**config.mk**
```make
export PLATFORM = sky130hd
export DESIGN_NAME = ring_dma_channel
export DESIGN_NICKNAME = d
export VERILOG_FILES = /design/src/rtl/ring_dma_channel.sv
export SDC_FILE = /design/constraint.sdc
export NUM_CORES = 1
export LEC_CHECK = 0
export BUFFER_PORTS_ARGS = -buffer_cell sky130_fd_sc_hd__buf_2
export CAP_MARGIN = 0
export CORE_MARGIN = 2
export CORE_UTILIZATION = 40
export DETAILED_ROUTE_END_ITERATION = 8
export PLACE_DENSITY = 0.66
export SLEW_MARGIN = 40
export SYNTH_ARGS = -nofsm -noshare
export SYNTH_HDL_FRONTEND = slang
export SYNTH_SLANG_ARGS = --single-unit
```
**constraint.sdc**
```tcl
create_clock -name clk -period 7.8 [get_ports clk]
set_clock_uncertainty 0.1 [all_clocks]
set_input_delay 1.17 -clock clk [delete_from_list [all_inputs] [get_ports clk]]
set_output_delay 1.17 -clock clk [all_outputs]
set_load 0.02 [all_outputs]
```
**src/rtl/ring_dma_channel.sv**
```systemverilog
module ring_dma_channel #(
  parameter int FIFO_DEPTH = 16,
  parameter int CNT_W      = 14,
  parameter int IE_BIT     = 29
) (
  input  logic                              clk,
  input  logic                              rst_n,
  input  logic                              host_wr,
  input  logic                              host_rd,
  input  logic [1:0]                        host_addr,
  input  logic [31:0]                       host_wdata,
  output logic [31:0]                       host_rdata,
  output logic                              irq,
  output logic                              mem_req,
  output logic                              mem_we,
  output logic [31:0]                       mem_addr,
  output logic [15:0]                       mem_wdata,
  input  logic                              mem_gnt,
  input  logic [31:0]                       mem_rdata,
  input  logic                              per_push,
  input  logic [15:0]                       per_wdata,
  input  logic                              per_pop,
  output logic [15:0]                       per_rdata,
  output logic [$clog2(FIFO_DEPTH+1)-1:0]   fifo_level
);
  localparam int LW = $clog2(FIFO_DEPTH + 1);
  localparam int PW = $clog2(FIFO_DEPTH);

  typedef enum logic [2:0] {S_IDLE, S_ADDR, S_CNT, S_NEXT, S_XFER} st_t;
  st_t st;

  logic              le_q, rx_q, rt_q, ie_q, irq_q;
  logic [7:0]        hw_q, beg_q, end_q;
  logic [31:0]       dptr_q, bptr_q, nxt_q;
  logic [CNT_W-1:0]  rem_q;
  logic [15:0]       fifo_q [FIFO_DEPTH];
  logic [PW-1:0]     wp_q, rp_q;
  logic [LW-1:0]     lvl_q, cap;
  logic [9:0]        span;

  function automatic logic [15:0] swap16(input logic [15:0] v);
    return {v[7:0], v[15:8]};
  endfunction

  function automatic logic [PW-1:0] bump(input logic [PW-1:0] p);
    return (p == PW'(FIFO_DEPTH - 1)) ? '0 : p + 1'b1;
  endfunction

  assign span = (end_q > beg_q) ? {end_q - beg_q, 2'b00} : '0;
  assign cap  = (span > 10'(FIFO_DEPTH)) ? LW'(FIFO_DEPTH) : LW'(span);

  logic ctrl_wr, ctrl_rd, xfer, blk_done, want, beat, push, pop;
  logic [15:0] head, push_d;

  assign ctrl_wr  = host_wr && host_addr == 2'd0;
  assign ctrl_rd  = host_rd && host_addr == 2'd0;
  assign xfer     = st == S_XFER;
  assign blk_done = xfer && rem_q < CNT_W'(2);
  assign want     = xfer && !blk_done &&
                    (rx_q ? (32'(lvl_q) >= 32'(hw_q) && lvl_q != '0)
                          : (32'(lvl_q) <= 32'(hw_q) && lvl_q < cap));
  assign beat     = want && mem_gnt;

  assign mem_req  = (st inside {S_ADDR, S_CNT, S_NEXT}) || want;
  assign mem_we   = xfer && rx_q;
  always_comb begin
    case (st)
      S_CNT:   mem_addr = dptr_q + 32'd4;
      S_NEXT:  mem_addr = dptr_q + 32'd8;
      S_XFER:  mem_addr = bptr_q;
      default: mem_addr = dptr_q;
    endcase
  end

  assign head      = fifo_q[rp_q];
  assign per_rdata = head;
  assign mem_wdata = le_q ? swap16(head) : head;
  assign push      = rx_q ? (per_push && lvl_q < cap) : beat;
  assign pop       = rx_q ? beat : (per_pop && lvl_q != '0);
  assign push_d    = rx_q ? per_wdata : (le_q ? swap16(mem_rdata[15:0]) : mem_rdata[15:0]);

  always_ff @(posedge clk) begin
    if (push && !ctrl_wr) fifo_q[wp_q] <= push_d;
  end

  always_ff @(posedge clk) begin
    if (!rst_n || ctrl_wr) begin
      wp_q  <= '0;
      rp_q  <= '0;
      lvl_q <= '0;
    end else begin
      if (push) wp_q <= bump(wp_q);
      if (pop)  rp_q <= bump(rp_q);
      lvl_q <= lvl_q + LW'(push) - LW'(pop);
    end
  end

  always_ff @(posedge clk) begin
    if (!rst_n) begin
      st <= S_IDLE;
      {le_q, rx_q, rt_q, ie_q} <= '0;
      {hw_q, beg_q, end_q} <= '0;
      dptr_q <= '0;
      bptr_q <= '0;
      nxt_q  <= '0;
      rem_q  <= '0;
    end else begin
      if (ctrl_wr) begin
        le_q  <= host_wdata[1];
        rx_q  <= host_wdata[2];
        rt_q  <= host_wdata[3];
        hw_q  <= host_wdata[15:8];
        beg_q <= host_wdata[23:16];
        end_q <= host_wdata[31:24];
        if (!host_wdata[4])     st <= S_IDLE;
        else if (st == S_IDLE)  st <= S_ADDR;
      end else begin
        case (st)
          S_ADDR: if (mem_gnt) begin bptr_q <= mem_rdata; st <= S_CNT; end
          S_CNT:  if (mem_gnt) begin
                    rem_q <= mem_rdata[CNT_W-1:0];
                    ie_q  <= mem_rdata[IE_BIT];
                    st    <= S_NEXT;
                  end
          S_NEXT: if (mem_gnt) begin nxt_q <= mem_rdata; st <= S_XFER; end
          S_XFER: if (blk_done) begin
                    dptr_q <= nxt_q;
                    st     <= S_ADDR;
                  end else if (beat) begin
                    bptr_q <= bptr_q + 32'd2;
                    rem_q  <= rem_q - CNT_W'(2);
                  end
          default: ;
        endcase
      end
      if (host_wr && host_addr == 2'd1) dptr_q <= host_wdata;
    end
  end

  always_ff @(posedge clk) begin
    if (!rst_n)                  irq_q <= 1'b0;
    else if (blk_done && ie_q)   irq_q <= 1'b1;
    else if (ctrl_rd)            irq_q <= 1'b0;
  end
  assign irq = irq_q;

  always_comb begin
    case (host_addr)
      2'd0:    host_rdata = {end_q, beg_q, hw_q, 3'b000, st != S_IDLE, rt_q, rx_q, le_q, irq_q};
      2'd1:    host_rdata = dptr_q;
      2'd2:    host_rdata = bptr_q;
      default: host_rdata = '0;
    endcase
  end
  assign fifo_level = lvl_q;


  stop_idle_chk: assert property (@(posedge clk) disable iff (!rst_n)
    ctrl_wr && !host_wdata[4] |=> !mem_req && fifo_level == '0);

  irq_set_chk: assert property (@(posedge clk) disable iff (!rst_n)
    blk_done && ie_q |=> irq);

  irq_ack_chk: assert property (@(posedge clk) disable iff (!rst_n)
    ctrl_rd && !(blk_done && ie_q) |=> !irq);

  no_overflow_chk: assert property (@(posedge clk) disable iff (!rst_n)
    32'(fifo_level) <= FIFO_DEPTH);

  req_hold_chk: assert property (@(posedge clk) disable iff (!rst_n)
    mem_req && !mem_gnt && !host_wr |=> mem_req && $stable(mem_addr));

  bptr_step_chk: assert property (@(posedge clk) disable iff (!rst_n)
    beat && !host_wr |=> bptr_q == $past(bptr_q) + 32'd2);
endmodule

```
# Word-level counts from Yosys, hierarchy flattened
# Memories as Yosys holds them, arrays and structs flattened. A register that Yosys moved wholly into a read port is not among the register bits.
# Cells that the tools add are included.
[totals]
output_inout_bits = 104
ram_bits = 256
regBits = 155
n_memories = 1
[mem_list]
columns = ["memory", "words", "word_bits", "rd", "rd_clocked_by_memory_dff", "wr", "line_no", "text"]
rows = [
  ["fifo_q", 16, 16, 1, 1, 1, "36", "logic [15:0] fifo_q [FIFO_DEPTH];"],
]
[classes]
mux = 38
n_reduce_logical = 36
magnitude_cmp = 6
add_sub_neg = 9
n_eq_ne = 18
bitwise_logic = 1
[op_table]
columns = ["op", "count"]
rows = [
  ["$mux 32", 7],
  ["$pmux 32 s3", 2],
  ["$pmux 32 s2", 1],
  ["$mux 16", 3],
  ["$mux 14", 3],
  ["$add 32x2->32 const B", 1],
  ["$add 32x3->32 const B", 1],
  ["$add 32x4->32 const B", 1],
  ["$pmux 14 s2", 1],
  ["$mux 3", 7],
  ["$mux 4", 4],
  ["$logic_and 1x1->1", 14],
  ["$lt 14x2->1 const B", 1],
  ["$sub 14x2->14 const B", 1],
  ["$pmux 3 s4", 1],
  ["$gt 10x5->1 const B", 1],
  ["$mux 10", 1],
  ["$reduce_and 5->1", 2],
  ["$reduce_bool 2->1", 5],
  ["$reduce_bool 5->1", 2],
  ["$ne 3x3->1 const B", 3],
  ["$reduce_and 3->1", 3],
  ["$add 4x1->4 const B", 2],
  ["$eq 4x4->1 const B", 2],
  ["24 further kinds", 39],
]

# Logic depth before layout (Yosys ltp)
[depth]
depth_word = 13
depth_mapped = 25

# Least setup slack after synthesis
# No wires, ideal clock.
[synth_path]
path_kind = "register to register"
startpoint = "register end_q[0]"
endpoint = "memory fifo_q[3][0] (enable)"
n_path_buf = 1
slack_ns = 2.729
stages_incl_launch_ff = 17
arrival_ns = 4.562
required_time_ns = 7.291
path_cell_list = "dfxtp_1 inv_1 ha_1 fa_1 and2b_1 o2111ai_1 and3_1 nor3_1 nand3_1 or2_2 or3b_2 ha_1 nand2_1 o211a_1 buf_4 nand3_1 nor3_1"
[synth_via]
elab_chain_len = 13
elab_cells_between_ends = 15
[synth_lines]
columns = ["element", "line_no", "text"]
rows = [
  ["start: declaration", "33", "logic [7:0] hw_q, beg_q, end_q;"],
  ["start signal: assignment", "114", "end_q <= host_wdata[31:24];"],
  ["$sub 8x8->8 or $gt 8x8->1 (tied branches)", "49", "assign span = (end_q > beg_q) ? {end_q - beg_q, 2'b00} : '0;"],
  ["$mux 10 *", "49", ""],
  ["$gt 10x5->1", "50", "assign cap = (span > 10'(FIFO_DEPTH)) ? LW'(FIFO_DEPTH) : LW'(span);"],
  ["$mux 5 *", "50", ""],
  ["$lt 5x5->1 *", "61, 78", ""],
  ["$logic_and 1x1->1", "61", ": (32'(lvl_q) <= 32'(hw_q) && lvl_q < cap));"],
  ["$mux 1", "60", "(rx_q ? (32'(lvl_q) >= 32'(hw_q) && lvl_q != '0)"],
  ["$logic_and 1x1->1", "59", "assign want = xfer && !blk_done &&"],
  ["$logic_and 1x1->1", "62", "assign beat = want && mem_gnt;"],
  ["$mux 1 *", "78", "assign push = rx_q ? (per_push && lvl_q < cap) : beat;"],
  ["$logic_and 1x1->1 *", "83", "if (push && !ctrl_wr) fifo_q[wp_q] <= push_d;"],
  ["$mux 1 *", "83", ""],
  ["$mux 1 (not written as such) *", "83", ""],
  ["end: declaration", "36", ""],
]
# Mark *: on every way between the ends. The rest lies on a longest branch, timed or not.

# Worst setup path in the final report
[layout_path]
startpoint = "register end_q[0]"
endpoint = "output mem_req"
[layout_via]
elab_chain_len = 9
elab_cells_between_ends = 10
[layout_lines]
columns = ["element", "line_no", "text"]
rows = [
  ["$sub 8x8->8 or $gt 8x8->1 (tied branches)", "49", ""],
  ["$mux 10 *", "49", ""],
  ["$gt 10x5->1", "50", ""],
  ["$mux 5 *", "50", ""],
  ["$lt 5x5->1 *", "61", ""],
  ["$logic_and 1x1->1 *", "61", ""],
  ["$mux 1 *", "60", ""],
  ["$logic_and 1x1->1 *", "59", ""],
  ["$logic_or 1x1->1 *", "64", "assign mem_req = (st inside {S_ADDR, S_CNT, S_NEXT}) || want;"],
  ["end: declaration", "14", "output logic mem_req,"],
]
# Marked as above.

==> out/metrics.yaml <==
finish:
  final_common_cell: "nand2_1"
  drive_above_1_share: 0.2143
  final_util: 0.4670
  synthToLayoutAreaGrowth_pct: 15.17
  fillCellCount: 4585
  fin_cells: 2755
  most-common-layout-cells: "nand2_1 (361), edfxtp_1 (256), buf_2 (192)"
  final_nets: 2169
route:
  vias: 16380
  vias_per_cell: 5.944
  drc: 0
  ant_nets: 0
  drt_iter0_markers: 1844
  dr.pass1.iters: 6
  wl_per_cell_um: 23.87
  wirelength_um: 65770
synthesis:
  synthTopCellsByArea: "edfxtp_1 (38%), dfxtp_1 (16%), mux4_2 (8.8%)"
  synthFlopType: "edfxtp_1"
  synth_edf_count: 256
  synth.top_cell.area_share: 0.3771
  ys_ff_latch: 414
  yosys_warnings: 0
  synth-simple-area-share: 0.1498
  syn_avg_cell_area_sq_um: 10.74
  synthMuxAreaShare: 0.1238
  synthCells: 1899
  synth_adder_area_share: 0.02038
  synth_xor_area_frac: 0.006874
  async_reset_ff_frac: 0
  synth_top_area_cell: "edfxtp_1"
  synth_top_family_by_area: "simple AND/OR/NAND/NOR gates"
  yosysSeqAreaShare: 0.5322
  netlist_area_sq_um: 20390
  syn_nets: 2020
  synth.distinct_cells: 82
  synth_compound_area_frac: 0.1313
setup_path:
  worst_setup_path_start_kind: "flop"
  critical_path.max_fanout: 3
  worstSetupPathType: "reg2out"
  worstPathRequired_ps: 6530
  cp.arrival_ps: 4550
  end_kind: "output pin"
job:
  drv_cap: 0
hold_path:
  hold_path.class: "reg2reg"
cts:
  clockBufferDepth: 3
  cts_root_buf: "clkbuf_16"
  clk_latency_ps: 570
  cts_htree_levels: 2
  cts_inserted_buffers: 41
  cts_tree: "built"
  ctsResizeCount: 0
  post_cts_buffers: 0
  cts.clk_slew.worst_paths_ps: 60
  cts.sinks: 414
  hold_buffers: 0
sta:
  finalSetupViolCount: 0
  setup_tns_ps: 0
  finalCriticalPeriod_ps: 5819
  slew_violations: 0
  slew_headroom: 0.4396
  hold_violations: 0
  fmax_ghz: 0.1719
  period_share: 0.7460
  grt_setup_unrepaired: "no"
  tightest_slew_ps: 837.5
placement:
  dp.final_hpwl_um: 44880
  place.gp.congestion: 0.9755
  dp.cells: 2677
  io_buffers: 192
floorplanning:
  core_sq_um: 50270
  rows: 82
  die_y_um: 229.8
  fp.dieArea_sq_um: 52790
  io_pins: 193
  floorplan.initialDensity: 0.4055
  die_x_um: 229.8
global_routing:
  grt_pass1_vias: 15680
  grtUsageTotal: 0.2443
  gr-total-overflow: 0
  grt_pass1_wl_um: 98240
  antenna_found_initial: 2
  grt_start_max_net_pins: 84
status:
  status: "complete, no violations"
power_and_ir_drop:
  sequentialPowerShare: 0.452
  ir_drop_v: 0.0001526
  pwr-share-clk: 0.373
  leakagePower_nw: 8.055
  combPwrFrac: 0.176
  power_switching_mw: 1.519
  intPower_mw: 3.951
  power.density_nw_per_um2: 233.0
  swShare: 0.2777
synth_stat cells, types with 7 or more instances:
cell and n:
nand2_1 362, edfxtp_1 256, dfxtp_1 158, a21oi_1 140, nor2_1 135, o21ai_0 104, clkbuf_1 92, mux4_2 80
mux2i_1 53, nand3_1 46, a311oi_1 36, inv_1 35, nor3_1 32, ha_1 30, buf_2 22, and3_1 17
mux2_2 17, nand4_1 15, a31oi_1 14, buf_1 14, o31ai_1 13, nor4_1 12, nand2b_1 11, o22ai_1 11
buf_4 10, o211ai_1 10, a21o_1 9, o21a_1 9, a22oi_1 8, and2_1 8, xnor2_1 8, xor2_1 8
a221o_1 7, o21ai_1 7, o311ai_0 7
critical path, stage by stage (launching register included):
cell	delay [ps]
dfxtp_1	360
inv_1	50
ha_1	200
fa_1	410
and2b_1	260
o2111ai_1	130
and3_1	210
nor3_1	260
nand3_1	100
or2_2	290
or3b_2	470
ha_1	220
a21o_1	180
a31oi_1	140
a21oi_1	110
o22ai_1	350
buf_2	240
flip-flops by register name, indices dropped and copies added (netlist names), 5 cells and up, named ones only:
register    cells
fifo_q        256
bptr_q         32
dptr_q         32
nxt_q          32
rem_q          13
beg_q           8
end_q           8
hw_q            8
fifo_level      5
through the flow:
stage | setup WS (ps) | hold slack (ps) | cell area, sq um | power (mW)
after CTS | 2003 | 355.3 | 23460 | 5.489
after floorplan | 2729 | 335.7 | 20390 | 3.168
after global placement | 2529 | 343.7 | 22030 | 3.449
final | 1981 | 354.5 | 23480 | 5.471
after global routing | 1789 | 367.5 | 23480 | 5.677
after detailed placement | 2484 | 346.9 | 22060 | 3.468
routing by layer:
layer | part of all wire | GRT usage
met1 | 0.39 | 0.3234
met2 | 0.48 | 0.4045
met3 | 0.090 | 0.03733
met4 | 0.041 | 0.09496
met5 | 0 | 0
final timing paths:
kind	from	endpoint	slack, ps	cells after the start
worst max-delay path	end_q[0]$_SDFFE_PN0P_	mem_req	1980	16
worst min-delay path	nxt_q[27]$_SDFFE_PN0P_	nxt_q[27]$_SDFFE_PN0P_	350	2
worst max register to register	end_q[0]$_SDFFE_PN0P_	fifo_level[4]$_SDFF_PP0_	2440	24
worst min register to register	nxt_q[27]$_SDFFE_PN0P_	nxt_q[27]$_SDFFE_PN0P_	350	2
cell type report:
type / instances / area [sq um] / share of cell area
Sequential cell: 414 / 10860 / 0.4624
Clock buffer: 45 / 1071 / 0.04561
Antenna cell: 2 / 5.005 / 0.0002132
Timing Repair Buffer: 245 / 1366 / 0.05819
Multi-Input combinational cell: 1309 / 8871 / 0.3778
Clock inverter: 31 / 327.8 / 0.01396
Tap cell: 672 / 840.8 / 0.03581
Inverter: 37 / 140.1 / 0.005968
power groups by stage:
stage          clock network (mW)  logic, mW  registers [mW]
3_3_place_gp                    0      0.933            2.52
5_1_grt                      2.15       1.05            2.48
3_5_place_dp                    0      0.951            2.52
6_report                     2.04      0.961            2.47
2_1_floorplan                   0      0.703            2.47
4_1_cts                      2.06      0.956            2.47
cell families (layout without fill, tap and decap cells):
family / count (synthesis) / in the layout
other: 0 / 2
adders and majority gates: 32 / 32
and+or+nand+nor: 687 / 687
muxes: 150 / 150
AOI/OAI and AO/OA: 424 / 424
xor gates and xnor gates: 16 / 16
DFF: 414 / 414
buffers and inverters: 176 / 358
No activity file was read; power rests on OpenSTA's default activity.
